[config.mk]
export PLATFORM = sky130hd
export DESIGN_NAME = rsq_top
export DESIGN_NICKNAME = d
export VERILOG_FILES = /design/src/rtl/rsq_pkg.sv /design/src/rtl/rsq_mode_decode.sv /design/src/rtl/rsq_delay_timer.sv /design/src/rtl/rsq_top.sv
export SDC_FILE = /design/constraint.sdc
export NUM_CORES = 1
export LEC_CHECK = 0
export ABC_AREA = 0
export BUFFER_PORTS_ARGS = -buffer_cell sky130_fd_sc_hd__buf_2
export CAP_MARGIN = 20
export CELL_PAD_IN_SITES_DETAIL_PLACEMENT = 2
export CELL_PAD_IN_SITES_GLOBAL_PLACEMENT = 2
export CORE_ASPECT_RATIO = 0.6
export CORE_MARGIN = 10
export CORE_UTILIZATION = 33
export DETAILED_ROUTE_END_ITERATION = 6
export PLACE_DENSITY_LB_ADDON = 0.1
export SLEW_MARGIN = 25
export SYNTH_ARGS = -nofsm -noshare
export SYNTH_HDL_FRONTEND = slang
export SYNTH_SLANG_ARGS = --single-unit
export TNS_END_PERCENT = 1
[constraint.sdc]
create_clock -name clk -period 4.7 [get_ports clk]
set_input_delay 0.47 -clock clk [delete_from_list [all_inputs] [get_ports clk]]
set_output_delay 0.47 -clock clk [all_outputs]
set_load 0.02 [all_outputs]
[src/rtl/rsq_pkg.sv]
package rsq_pkg;

  typedef enum logic [2:0] {
    ST_POR  = 3'd0,
    ST_BOR  = 3'd1,
    ST_PWRT = 3'd2,
    ST_OSCD = 3'd3,
    ST_OST  = 3'd4,
    ST_LOCK = 3'd5,
    ST_RUN  = 3'd6
  } stage_t;

  localparam logic [1:0] CAUSE_POR  = 2'b01;
  localparam logic [1:0] CAUSE_BOR  = 2'b10;
  localparam logic [1:0] CAUSE_WARM = 2'b11;

  function automatic logic [2:0] osc_normalize(input logic [2:0] code);
    return (code == 3'd4 || code == 3'd6) ? 3'd0 : code;
  endfunction

  function automatic logic osc_has_ost(input logic [2:0] code);
    return (code == 3'd2) || (code == 3'd3);
  endfunction

  function automatic logic osc_has_pll(input logic [2:0] code);
    return (code == 3'd1) || (code == 3'd3);
  endfunction

  function automatic int max2(input int a, input int b);
    return (a > b) ? a : b;
  endfunction

endpackage

[src/rtl/rsq_mode_decode.sv]
module rsq_mode_decode
  import rsq_pkg::*;
(
  input  logic [2:0] code,
  output logic [2:0] norm,
  output logic       need_ost,
  output logic       need_pll
);
  assign norm     = osc_normalize(code);
  assign need_ost = osc_has_ost(code);
  assign need_pll = osc_has_pll(code);
endmodule

[src/rtl/rsq_delay_timer.sv]
module rsq_delay_timer #(
  parameter int CW = 12
) (
  input  logic          clk,
  input  logic          arst_n,
  input  logic          clear,
  input  logic          tick,
  input  logic [CW-1:0] limit,
  output logic          done
);
  logic [CW-1:0] cnt;

  assign done = tick && (cnt == limit - CW'(1));

  always_ff @(posedge clk or negedge arst_n) begin
    if (!arst_n)    cnt <= '0;
    else if (clear) cnt <= '0;
    else if (tick)  cnt <= cnt + CW'(1);
  end
endmodule

[src/rtl/rsq_top.sv]
module rsq_top
  import rsq_pkg::*;
#(
  parameter int NWARM      = 3,
  parameter int AW         = 24,
  parameter logic [AW-1:0] RESET_VEC = '0,
  parameter int PWRT_TICKS = 2048,
  parameter int OSCD_TICKS = 16,
  parameter int OST_CYCLES = 1024,
  parameter int LOCK_TICKS = 1500
) (
  input  logic             clk,
  input  logic             arst_n,
  input  logic             por_low,
  input  logic             bor_low,
  input  logic [NWARM-1:0] warm_req,
  input  logic             sw_reset,
  input  logic             ref_tick,
  input  logic             osc_tick,
  input  logic [2:0]       cfg_osc_mode,
  output logic             sys_rst,
  output logic             osc_en,
  output logic             clkmon_en,
  output logic             boot_fetch,
  output logic [AW-1:0]    fetch_addr,
  output logic [2:0]       active_osc,
  output logic [1:0]       rst_cause
);
  localparam int MAXL = max2(max2(PWRT_TICKS, OSCD_TICKS), max2(OST_CYCLES, LOCK_TICKS));
  localparam int CW   = $clog2(MAXL + 1);

  stage_t        stage, stage_d;
  logic          restart, clear, tick_sel, t_done, rel_q;
  logic          warm_any, warm_go;
  logic [CW-1:0] limit;
  logic [2:0]    cfg_norm, act_norm_unused;
  logic          act_ost, act_pll, cfg_ost_unused, cfg_pll_unused;

  rsq_mode_decode u_cfg_dec (
    .code(cfg_osc_mode), .norm(cfg_norm),
    .need_ost(cfg_ost_unused), .need_pll(cfg_pll_unused)
  );

  rsq_mode_decode u_act_dec (
    .code(active_osc), .norm(act_norm_unused),
    .need_ost(act_ost), .need_pll(act_pll)
  );

  assign warm_any = (|warm_req) | sw_reset;
  assign osc_en   = (stage == ST_OSCD) || (stage == ST_OST) ||
                    (stage == ST_LOCK) || (stage == ST_RUN);
  assign warm_go  = warm_any && osc_en && !por_low && !bor_low;

  always_comb begin
    unique case (stage)
      ST_PWRT: limit = CW'(PWRT_TICKS);
      ST_OSCD: limit = CW'(OSCD_TICKS);
      ST_OST:  limit = CW'(OST_CYCLES);
      ST_LOCK: limit = CW'(LOCK_TICKS);
      default: limit = CW'(1);
    endcase
  end

  assign tick_sel = (stage == ST_OST) ? osc_tick : ref_tick;

  rsq_delay_timer #(.CW(CW)) u_timer (
    .clk(clk), .arst_n(arst_n), .clear(clear),
    .tick(tick_sel), .limit(limit), .done(t_done)
  );

  always_comb begin
    stage_d = stage;
    restart = 1'b0;
    unique case (stage)
      ST_POR, ST_BOR: stage_d = ST_PWRT;
      ST_PWRT: if (t_done) stage_d = ST_OSCD;
      ST_OSCD: if (t_done) stage_d = act_ost ? ST_OST : (act_pll ? ST_LOCK : ST_RUN);
      ST_OST:  if (t_done) stage_d = act_pll ? ST_LOCK : ST_RUN;
      ST_LOCK: if (t_done) stage_d = ST_RUN;
      default: stage_d = stage;
    endcase
    if (warm_go) begin
      stage_d = ST_OSCD;
      restart = 1'b1;
    end
    if (bor_low) stage_d = ST_BOR;
    if (por_low) stage_d = ST_POR;
  end

  assign clear = restart || (stage_d != stage);

  always_ff @(posedge clk or negedge arst_n) begin
    if (!arst_n) begin
      stage      <= ST_POR;
      active_osc <= 3'd0;
      rst_cause  <= CAUSE_POR;
      rel_q      <= 1'b0;
    end else begin
      stage <= stage_d;
      rel_q <= (stage == ST_RUN);
      if (stage == ST_POR || stage == ST_BOR) active_osc <= cfg_norm;
      if (por_low)      rst_cause <= CAUSE_POR;
      else if (bor_low) rst_cause <= CAUSE_BOR;
      else if (warm_go) rst_cause <= CAUSE_WARM;
    end
  end

  assign sys_rst    = (stage != ST_RUN);
  assign clkmon_en  = (stage == ST_RUN);
  assign boot_fetch = (stage == ST_RUN) && !rel_q;
  assign fetch_addr = boot_fetch ? RESET_VEC : '0;
endmodule

==> metrics.md, run 1 <==
| Metric | Value |
|---|---|
| Post-CTS sizing | `0` |
| Number of antenna violations at the first check in global routing | `0` |
| Setup TNS | `0 ns` |
| First-pass GRT wire length | `~8.9 mm` |
| Worst-path fanout max | `21` |
| Post-Synthesis Cells | `about 210` |
| Area contributors post-synth | `dfrtp_1 29%, buf_4 10%, nand2_1 5.8%, xnor2_1 5.5%, nor2_2 3.9%` |
| Via count of the first global-routing pass | `about 1600` |
| Slowest stage delay, CP | `approximately 0.8 ns` |
| Clock buffer depth | `2` |
| Fin. Hold Viols | `0` |
| Pleak | `~0.8 nW` |
| Post-synthesis cell type count | `53` |
| Area Overhead vs Synth | `4.02%` |
| Post-route clock period utilization | `0.698` |
| Hold crit path type | `in -> async` |
| Floorplan core area | `approximately 5000 um^2` |
| Maximum vdd drop | `about 0.12 mV` |
| Yosys top cell by area | `dfrtp_1` |
| RSZ-0062 raised after global routing | `no` |
| Via count of the routed design | `~1500` |
| Routability cong. | `between 0.7 and 0.8` |
| Sequential-to-total area share from yosys stat | `0.302` |
| Number of CTS-inserted buffers | `3` |
| Drt initial violations | `50` |
| Mapped Area | `1740 um^2` |
| CTS Root Cell | `clkbuf_8` |
| Layout net count | `239` |
| Routed wire per std cell | `~18 um` |
| Die Wd | `roughly 110 um` |
| TritonCTS clock tree | `yes` |
| CP endpoint kind | `register` |
| Rel. slew slack | `0.376` |
| Highest clock rate | `305 MHz` |
| P per Cell Area | `roughly 240 nW/um^2` |
| M1 GR Usage | `0.169` |
| CTS Sinks | `21` |
| HPWL Detailed | `between 4 and 5 mm` |
| First-pass iteration count of the detailed router | `4` |
| Maxcap violations | `0` |
| M3 GR Usage | `0.0291` |
| Crit path max-delay cell type | `a31oi_2` |
| Clock-pin slew of the registers on the worst-case setup and hold paths | `about 0.09 ns` |
| CTS Hold Bufs | `0` |
| Pre-CTS WS | `between 1 and 1.5 ns` |
| Post-synth EDFFs | `0` |
| Grt met2 use | `0.188` |
| Busiest layer in global routing | `met2` |
| Syn avg cell area | `8.34 um^2` |
| Critical path, cell by cell | `nor3b_2 -> nand3b_1 -> o2111ai_2 -> nor3_4 -> mux2i_1 -> a31oi_2 -> nor3b_1` |
| Main synth FF type | `dfrtp_1` |
| FF+latch count, synth | `21` |
| Post-CTS setup repair buffer count | `0` |
| DRT antenna net count | `0` |
| Die Y-Extent | `about 76 um` |
| I/O Buffers | `21` |
| Status | `complete, no violations` |
| GRT overflow | `0` |
| Pin count of the biggest net entering global routing | `22` |
| Initial core utilization | `0.343` |
| Via density | `just over 5` |
| Diode count | `0` |
| I/O pin count | `46` |
| H-tree Lvls | `1` |
| PnR worst setup slack | `between 1 and 1.5 ns` |
| Worst skew pair latency | `0.27 ns` |
| Final Critical Period | `~3.3 ns` |
| GRT Util Overall | `0.123` |
| Req. time, crit path | `4.83 ns` |
| Clock skew | `around 0.0052 ns` |
| Synth top area share | `0.287` |
| DRC | `0` |
| Slew @ Worst Pin | `between 0.9 and 1 ns` |
| Critical Path Source Type | `register` |
| Final WL | `5.33 mm` |
| Die area | `around 8700 um^2` |
| Worst Path Arrival | `around 3.4 ns` |
| Share of cells above drive strength 1 | `0.228` |
| Async SR Flop Fraction | `1.00` |
| Cell row count | `20` |
| Crit Path Category | `reg -> reg` |
| Yosys warns | `0` |
| # setup viols final | `0` |
| Max Transition Viols Final | `0` |
==> final cells by class <==
| type | count | area, um^2 |
|---|---|---|
| clock buffer | 4 | 45.0 |
| fill | 605 | 3270 |
| inverter | 8 | 30.0 |
| multi-input combinational | 170 | 1020 |
| sequential | 21 | 527 |
| tap | 66 | 82.6 |
| timing repair buffer | 21 | 105 |
==> through the flow <==
step | cell area (um^2) | hold slack [ns] | util | instances | power (mW)
final | 1810 | 0.169 | 0.357 | 290 | 0.429
after global routing | 1810 | 0.206 | 0.357 | 290 | 0.454
after CTS | 1810 | 0.192 | 0.357 | 290 | 0.433
after detailed placement | 1770 | 0.497 | 0.348 | 286 | 0.300
after global placement | 1770 | 0.469 | 0.348 | 286 | 0.295
after floorplan | 1830 | 0.174 | - | 232 | 0.288
==> cells by family after synthesis <==
| group | synth area share |
|---|---|
| compound gates | 0.144 |
| buf+inv | 0.160 |
| mux | 0.0179 |
| fa+ha+maj | 0.0129 |
| flops | 0.302 |
| simple gates | 0.295 |
| xor+xnor | 0.0653 |
| other cells | 0.00215 |
==> flip-flops by register name, summed over array words and instances, names as in the netlist <==
| register | flops |
|---|---|
| active_osc | 3 |
| rel_q | 1 |
| rst_cause | 2 |
| stage | 3 |
| u_timer.cnt | 12 |
==> worst max-delay path, delay by kind of cell, from the launching register on <==
family	cells	cell delay (ns)
simple gates	4	1.19
compound gates	2	0.99
flops	1	0.77
mux	1	0.19
==> per-layer routing <==
metal / up-vias / wire [um]
met3: 4 / 289
met4: 0 / 49
met5: - / 0
met1: 733 / 2650
met2: 46 / 2350
li1: 698 / -
==> worst paths after layout <==
| path | to | from | depth (start not counted) | slack [ns] |
|---|---|---|---|---|
| worst max-delay path | u_timer.cnt[3]$_DFFE_PN0P_ | stage[2]$_DFF_PN0_ | 7 | 1.42 |
| worst min-delay path | stage[0]$_DFF_PN0_ | arst_n | 1 | 0.17 |
| worst max register to register | u_timer.cnt[3]$_DFFE_PN0P_ | stage[2]$_DFF_PN0_ | 7 | 1.42 |
| worst min register to register | rst_cause[0]$_DFFE_PN1P_ | rst_cause[0]$_DFFE_PN1P_ | 2 | 0.56 |
| max in group asynchronous | u_timer.cnt[7]$_DFFE_PN0P_ | arst_n | 1 | 4.16 |
| min in group clk | rst_cause[1]$_DFFE_PN0P_ | por_low | 2 | 0.43 |
==> placed cells by master, fill, tap and decap left out, types with 3 or more instances in the layout <==
cell	instances
a21oi_1	9
and2_1	4
buf_2	21
clkbuf_8	3
conb_1	24
dfrtp_1	20
inv_1	8
nand2_1	27
nand2b_1	3
nand3_1	8
nand3b_1	3
nand4_1	4
nor2_1	13
nor2_2	11
nor3_1	3
o21ai_0	10
xnor2_1	11
==> report_power, final <==
group	internal [mW]	leakage [nW]	total, mW	switching [mW]
clock network	0.0608	0.0228	0.132	0.0713
logic	0.0275	0.481	0.0976	0.0701
registers	0.187	0.281	0.199	0.0117
total	0.275	0.784	0.429	0.153
==> synth_stat cells (all sizes together), types with 2 or more instances <==
library cell,count
buf,29
nand2,27
nor2,24
dfrtp,20
xnor2,11
a21oi,10
o21ai,10
inv,8
nand3,8
nor3,5
and2,4
clkbuf,4
nand4,4
a31oi,3
nand2b,3
nand3b,3
nor3b,3
a211oi,2
and3,2
mux2i,2
nor2b,2
o311ai,2
o31ai,2
or4,2
xor2,2
Note: power is estimated with default switching activity, not from simulation.
==> run 2, diff against run 1 <==
CORE_UTILIZATION = 30   (was 33)
clock period = 3.2 ns   (was 4.7 ns; I/O delays follow)
==> metrics.md, run 2 (synthesis gave the netlist of run 1 again) <==
| Metric | Value |
|---|---|
| Status | `complete, no violations` |
| M1 GR Usage | `0.169` |
| H-tree Lvls | `1` |
| Max reg flops | `12` |
| Routability cong. | `roughly 0.8` |
| Pin count of the biggest net entering global routing | `22` |
| Worst skew pair latency | `about 0.27 ns` |
| Rel. slew slack | `0.542` |
| Highest clock rate | `about 370 MHz` |
| Routed wire per std cell | `17.9 um` |
| Initial core utilization | `0.311` |
| Cell row count | `21` |
| Maximum vdd drop | `~0.17 mV` |
| Worst Path Arrival | `roughly 2.9 ns` |
| Maxcap violations | `0` |
| Die Wd | `between 100 and 150 um` |
| CP endpoint kind | `register` |
| Grt met2 use | `0.182` |
| First-pass iteration count of the detailed router | `4` |
| I/O pin count | `46` |
| # fillers | `675` |
| Total power after layout | `~0.63 mW` |
| Number of CTS-inserted buffers | `3` |
| Die Y-Extent | `slightly below 80 um` |
| Req. time, crit path | `between 3 and 4 ns` |
| Slowest stage delay, CP | `around 0.48 ns` |
| Pre-CTS WS | `around 0.52 ns` |
| DRT antenna net count | `0` |
| Fin. Hold Viols | `0` |
| Crit Path Category | `reg -> reg` |
| Crit path max-delay cell type | `dfrtp_1` |
| Biggest regs | `u_timer.cnt x12, active_osc x3, stage x3` |
| Post-route clock period utilization | `0.841` |
| Clock skew | `0.00695 ns` |
| GRT Util Overall | `0.120` |
| Post-CTS setup repair buffer count | `0` |
| Most frequent cells in the layout | `27 x nand2_1, 24 x conb_1, 21 x buf_2, 20 x dfrtp_1, 13 x nor2_1` |
| Area Overhead vs Synth | `7.18%` |
| # setup viols final | `0` |
| Slew @ Worst Pin | `around 0.67 ns` |
| CTS Root Cell | `clkbuf_8` |
| Hold crit path type | `in -> async` |
| Diode count | `0` |
| Final WL | `roughly 5.5 mm` |
| PnR worst setup slack | `just over 0.5 ns` |
| TritonCTS clock tree | `yes` |
| Drt initial violations | `67` |
| DRC | `0` |
| Setup TNS | `0 ns` |
| Leading cell type in the layout, fill and taps excluded | `nand2_1` |
| Area of the multi-input gates | `approximately 1000 um^2` |
| Max Transition Viols Final | `0` |
| Layout net count | `~240` |
| Critical Path Source Type | `register` |
| CTS Sinks | `21` |
| RSZ-0062 raised after global routing | `no` |
| Busiest layer in global routing | `met2` |
| Clock-pin slew of the registers on the worst-case setup and hold paths | `0.09 ns` |
| Die area | `between 9000 and 10000 um^2` |
| Post-CTS sizing | `0` |
| Post-Layout Cell Count | `309` |
| Share of cells above drive strength 1 | `0.245` |
| Number of antenna violations at the first check in global routing | `0` |
| P per Cell Area | `~340 nW/um^2` |
| Clock buffer depth | `2` |
| Dpl cells | `305` |
| Most used cell, CP | `buf_4` |
| Via count of the first global-routing pass | `about 1600` |
| Hold Slack | `just over 0.03 ns` |
| Worst-path fanout max | `11` |
| First-pass GRT wire length | `9.09 mm` |
| Via count of the routed design | `1472` |
| Pleak | `roughly 0.8 nW` |
| Register area | `527 um^2` |
| M3 GR Usage | `0.0318` |
| HPWL Detailed | `~4.5 mm` |
| I/O Buffers | `21` |
| Biggest register | `u_timer.cnt` |
| FF-to-FF path depth | `9` |
| Critical path, cell by cell | `buf_4 -> nor3b_2 -> a31o_2 -> o2111ai_2 -> nor3_4 -> mux2i_1 -> a31oi_2 -> buf_4 -> nor3b_1` |
| Via density | `~4.8` |
| CTS Hold Bufs | `0` |
| Floorplan core area | `around 5600 um^2` |
| GRT overflow | `0` |
| Final Critical Period | `2.69 ns` |
## run 2: per-layer routing
metal  part of all wire  vias to the layer above
li1                   -                      705
met1               0.51                      734
met2               0.43                       31
met3              0.056                        2
met4             0.0042                        0
met5                  0                        -
## run 2: cell type report
class,count,share of cell area
Clock buffer,4,0.0241
Sequential cell,21,0.282
Timing Repair Buffer,26,0.0764
Multi-Input combinational cell,170,0.548
Inverter,8,0.0161
Tap cell,80,0.0536
## run 2: critical path, delay by kind of cell, from the launching register on
kind                   cells  cell delay [ns]
AOI/OAI and AO/OA          3             0.50
buffers and inverters      2             0.41
DFF                        1             0.48
muxes                      1             0.29
and+or+nand+nor            3             0.92
## run 2: power by group
| group | internal, mW | leakage [nW] | switching, mW | total [mW] |
|---|---|---|---|---|
| sequential | 0.275 | 0.281 | 0.0149 | 0.290 |
| clock | 0.0891 | 0.0228 | 0.100 | 0.189 |
| combinational | 0.0452 | 0.506 | 0.105 | 0.150 |
## run 2: path summary, 6_finish.rpt
| kind | startpoint | slack, ns | endpoint |
|---|---|---|---|
| setup / recovery | stage[1]$_DFF_PN0_ | 0.51 | u_timer.cnt[3]$_DFFE_PN0P_ |
| min in group clk | cfg_osc_mode[1] | 0.28 | active_osc[1]$_DFFE_PN0P_ |
| max in group asynchronous | arst_n | 2.79 | u_timer.cnt[7]$_DFFE_PN0P_ |
| hold / removal | arst_n | 0.03 | active_osc[0]$_DFFE_PN0P_ |
| setup reg to reg | stage[1]$_DFF_PN0_ | 0.51 | u_timer.cnt[3]$_DFFE_PN0P_ |
| hold reg to reg | rst_cause[1]$_DFFE_PN0P_ | 0.56 | rst_cause[1]$_DFFE_PN0P_ |
## run 2: per-stage QoR
step,cell area (um^2),utilization
global placement,1820,0.326
floorplan,1830,-
global route,1870,0.334
CTS,1870,0.334
detailed placement,1820,0.326
finish,1870,0.334
==> run 3, diff against run 2 <==
clock period = 2.6 ns   (was 3.2 ns; I/O delays follow)
==> metrics.md, run 3 (synthesis gave the netlist of run 1 again) <==
| Metric | Value |
|---|---|
| Maxcap violations | `0` |
| HPWL Detailed | `4.57 mm` |
| Pre-CTS WS | `roughly 0.12 ns` |
| Crit Path Category | `reg -> reg` |
| Dpl cells | `309` |
| Pin count of the biggest net entering global routing | `22` |
| CP endpoint kind | `register` |
| FF-to-FF path depth | `9` |
| Reg2reg setup slack | `~0.13 ns` |
| P per Cell Area | `just over 400 nW/um^2` |
| Worst skew pair latency | `0.27 ns` |
| I/O Buffers | `21` |
| Critical Path Source Type | `register` |
| Critical path, cell by cell | `or4_4 -> nor3_2 -> o2111ai_2 -> nor3_4 -> buf_4 -> a31oi_1 -> a31oi_2 -> buf_12 -> nor2_1` |
| First-pass iteration count of the detailed router | `4` |
| Max reg flops | `12` |
| Biggest regs | `u_timer.cnt x12, active_osc x3, stage x3` |
| Die area | `approximately 9400 um^2` |
| I/O pin count | `46` |
| Via count of the routed design | `around 1500` |
| Floorplan core area | `approximately 5600 um^2` |
| CTS Root Cell | `clkbuf_8` |
| Biggest register | `u_timer.cnt` |
| DRT antenna net count | `0` |
| Die Y-Extent | `approximately 79 um` |
| Slew @ Worst Pin | `approximately 0.63 ns` |
| Slowest stage delay, CP | `around 0.57 ns` |
| Most frequent cells in the layout | `27 x nand2_1, 24 x conb_1, 21 x buf_2, 18 x dfrtp_1, 13 x nor2_1` |
| Drt initial violations | `58` |
| PnR worst setup slack | `around 0.13 ns` |
| WHS Endpoint | `active_osc[0]$_DFFE_PN0P_` |
| Diode count | `0` |
| Layout net count | `between 200 and 300` |
| Number of antenna violations at the first check in global routing | `0` |
| Leading cell type in the layout, fill and taps excluded | `nand2_1` |
| Cell row count | `21` |
| Highest clock rate | `a little over 400 MHz` |
| GRT Util Overall | `0.123` |
| CTS Sinks | `21` |
| Maximum vdd drop | `roughly 0.15 mV` |
| Clock buffer depth | `2` |
| Final WL | `between 5 and 6 mm` |
| Crit path max-delay cell type | `or4_4` |
| Fin util | `0.347` |
| GRT overflow | `0` |
| Routability cong. | `around 0.8` |
| Fin. Hold Viols | `0` |
| Initial core utilization | `0.311` |
| # fillers | `651` |
| Hold crit path type | `in -> reg` |
| Status | `complete, no violations` |
| Placed cell areas | `between 1500 and 2000 um^2` |
| Hold Slack | `~0.24 ns` |
| Share of cells above drive strength 1 | `0.281` |
| Via density | `just under 5` |
| TritonCTS clock tree | `yes` |
| Area Overhead vs Synth | `11.3%` |
| Setup TNS | `0 ns` |
| Hold Crit Depth | `3` |
| Routed wire per std cell | `roughly 18 um` |
| Post-route clock period utilization | `0.952` |
| Rel. slew slack | `0.577` |
| DRC | `0` |
| Die Wd | `~120 um` |
| Clock-pin slew of the registers on the worst-case setup and hold paths | `around 0.090 ns` |
| Number of CTS-inserted buffers | `3` |
| Post-Layout Cell Count | `between 300 and 400` |
| Min-delay src | `cfg_osc_mode[0]` |
| Req. time, crit path | `2.76 ns` |
| Reg-to-Reg Start | `u_timer.cnt[4]$_DFFE_PN0P_` |
| RSZ-0062 raised after global routing | `no` |
| Via count of the first global-routing pass | `between 1500 and 2000` |
| Worst-path fanout max | `12` |
| H-tree Lvls | `1` |
| Max Transition Viols Final | `0` |
| Final Cell Area | `1940 um^2` |
| # setup viols final | `0` |
| RR Endpoint | `u_timer.cnt[9]$_DFFE_PN0P_` |
| Pleak | `around 0.85 nW` |
| Clock skew | `about 0.0076 ns` |
| Final Critical Period | `2.47 ns` |
| Total power after layout | `approximately 0.79 mW` |
| First-pass GRT wire length | `about 9.4 mm` |
| Worst Path Arrival | `roughly 2.6 ns` |
-- run 3: cell type report --
type | instances | area (um^2) | area share
flip-flops and latches | 21 | 529 | 0.273
multi-input cells | 170 | 1030 | 0.532
inverters | 8 | 30.0 | 0.0155
clock inverters | 1 | 5.00 | 0.00258
clock buffers | 3 | 41.3 | 0.0213
repair buffers | 32 | 203 | 0.104
well taps | 80 | 100 | 0.0516
-- run 3: how the worst max path moves through the flow --
stage                                    start                         end  slack [ns]  cells past startpoint
floorplan           u_timer.cnt[4]$_DFFE_PN0P_  u_timer.cnt[1]$_DFFE_PN0P_        0.38                      8
global placement    u_timer.cnt[4]$_DFFE_PN0P_  u_timer.cnt[3]$_DFFE_PN0P_        0.17                      8
detailed placement          stage[1]$_DFF_PN0_  u_timer.cnt[3]$_DFFE_PN0P_        0.12                      9
CTS                         stage[1]$_DFF_PN0_  u_timer.cnt[3]$_DFFE_PN0P_        0.05                      9
global route        u_timer.cnt[4]$_DFFE_PN0P_  u_timer.cnt[3]$_DFFE_PN0P_      0.0005                      9
finish              u_timer.cnt[4]$_DFFE_PN0P_  u_timer.cnt[9]$_DFFE_PN0P_        0.13                      9
-- run 3: timing repair --
item	in CTS	in global routing
endpoints found under the setup margin	0	12
resized for setup	0	4
endpoints found under the hold margin	20	0
hold buffers	1	0
setup buffers	0	1
-- run 3: power by group --
| part | switching (mW) | internal (mW) | total (mW) |
|---|---|---|---|
| Combinational | 0.134 | 0.0664 | 0.201 |
| Sequential | 0.0187 | 0.339 | 0.357 |
| Clock | 0.120 | 0.107 | 0.227 |
| Total | 0.273 | 0.512 | 0.785 |
-- run 3: worst max-delay path, delay by kind of cell, from the launching register on --
family | cells | cell delay [ns]
AOI/OAI and AO/OA | 3 | 0.54
buffers and inverters | 2 | 0.36
DFF | 1 | 0.44
and+or+nand+nor | 4 | 1.03
-- run 3: layer usage --
metal / GRT usage / wire, um / vias to the layer above
met3: 0.0332 / 422 / 3
met4: 0.0146 / 17 / 0
met2: 0.184 / 2410 / 40
met1: 0.177 / 2760 / 760
li1: - / - / 719
met5: 0 / 0 / -
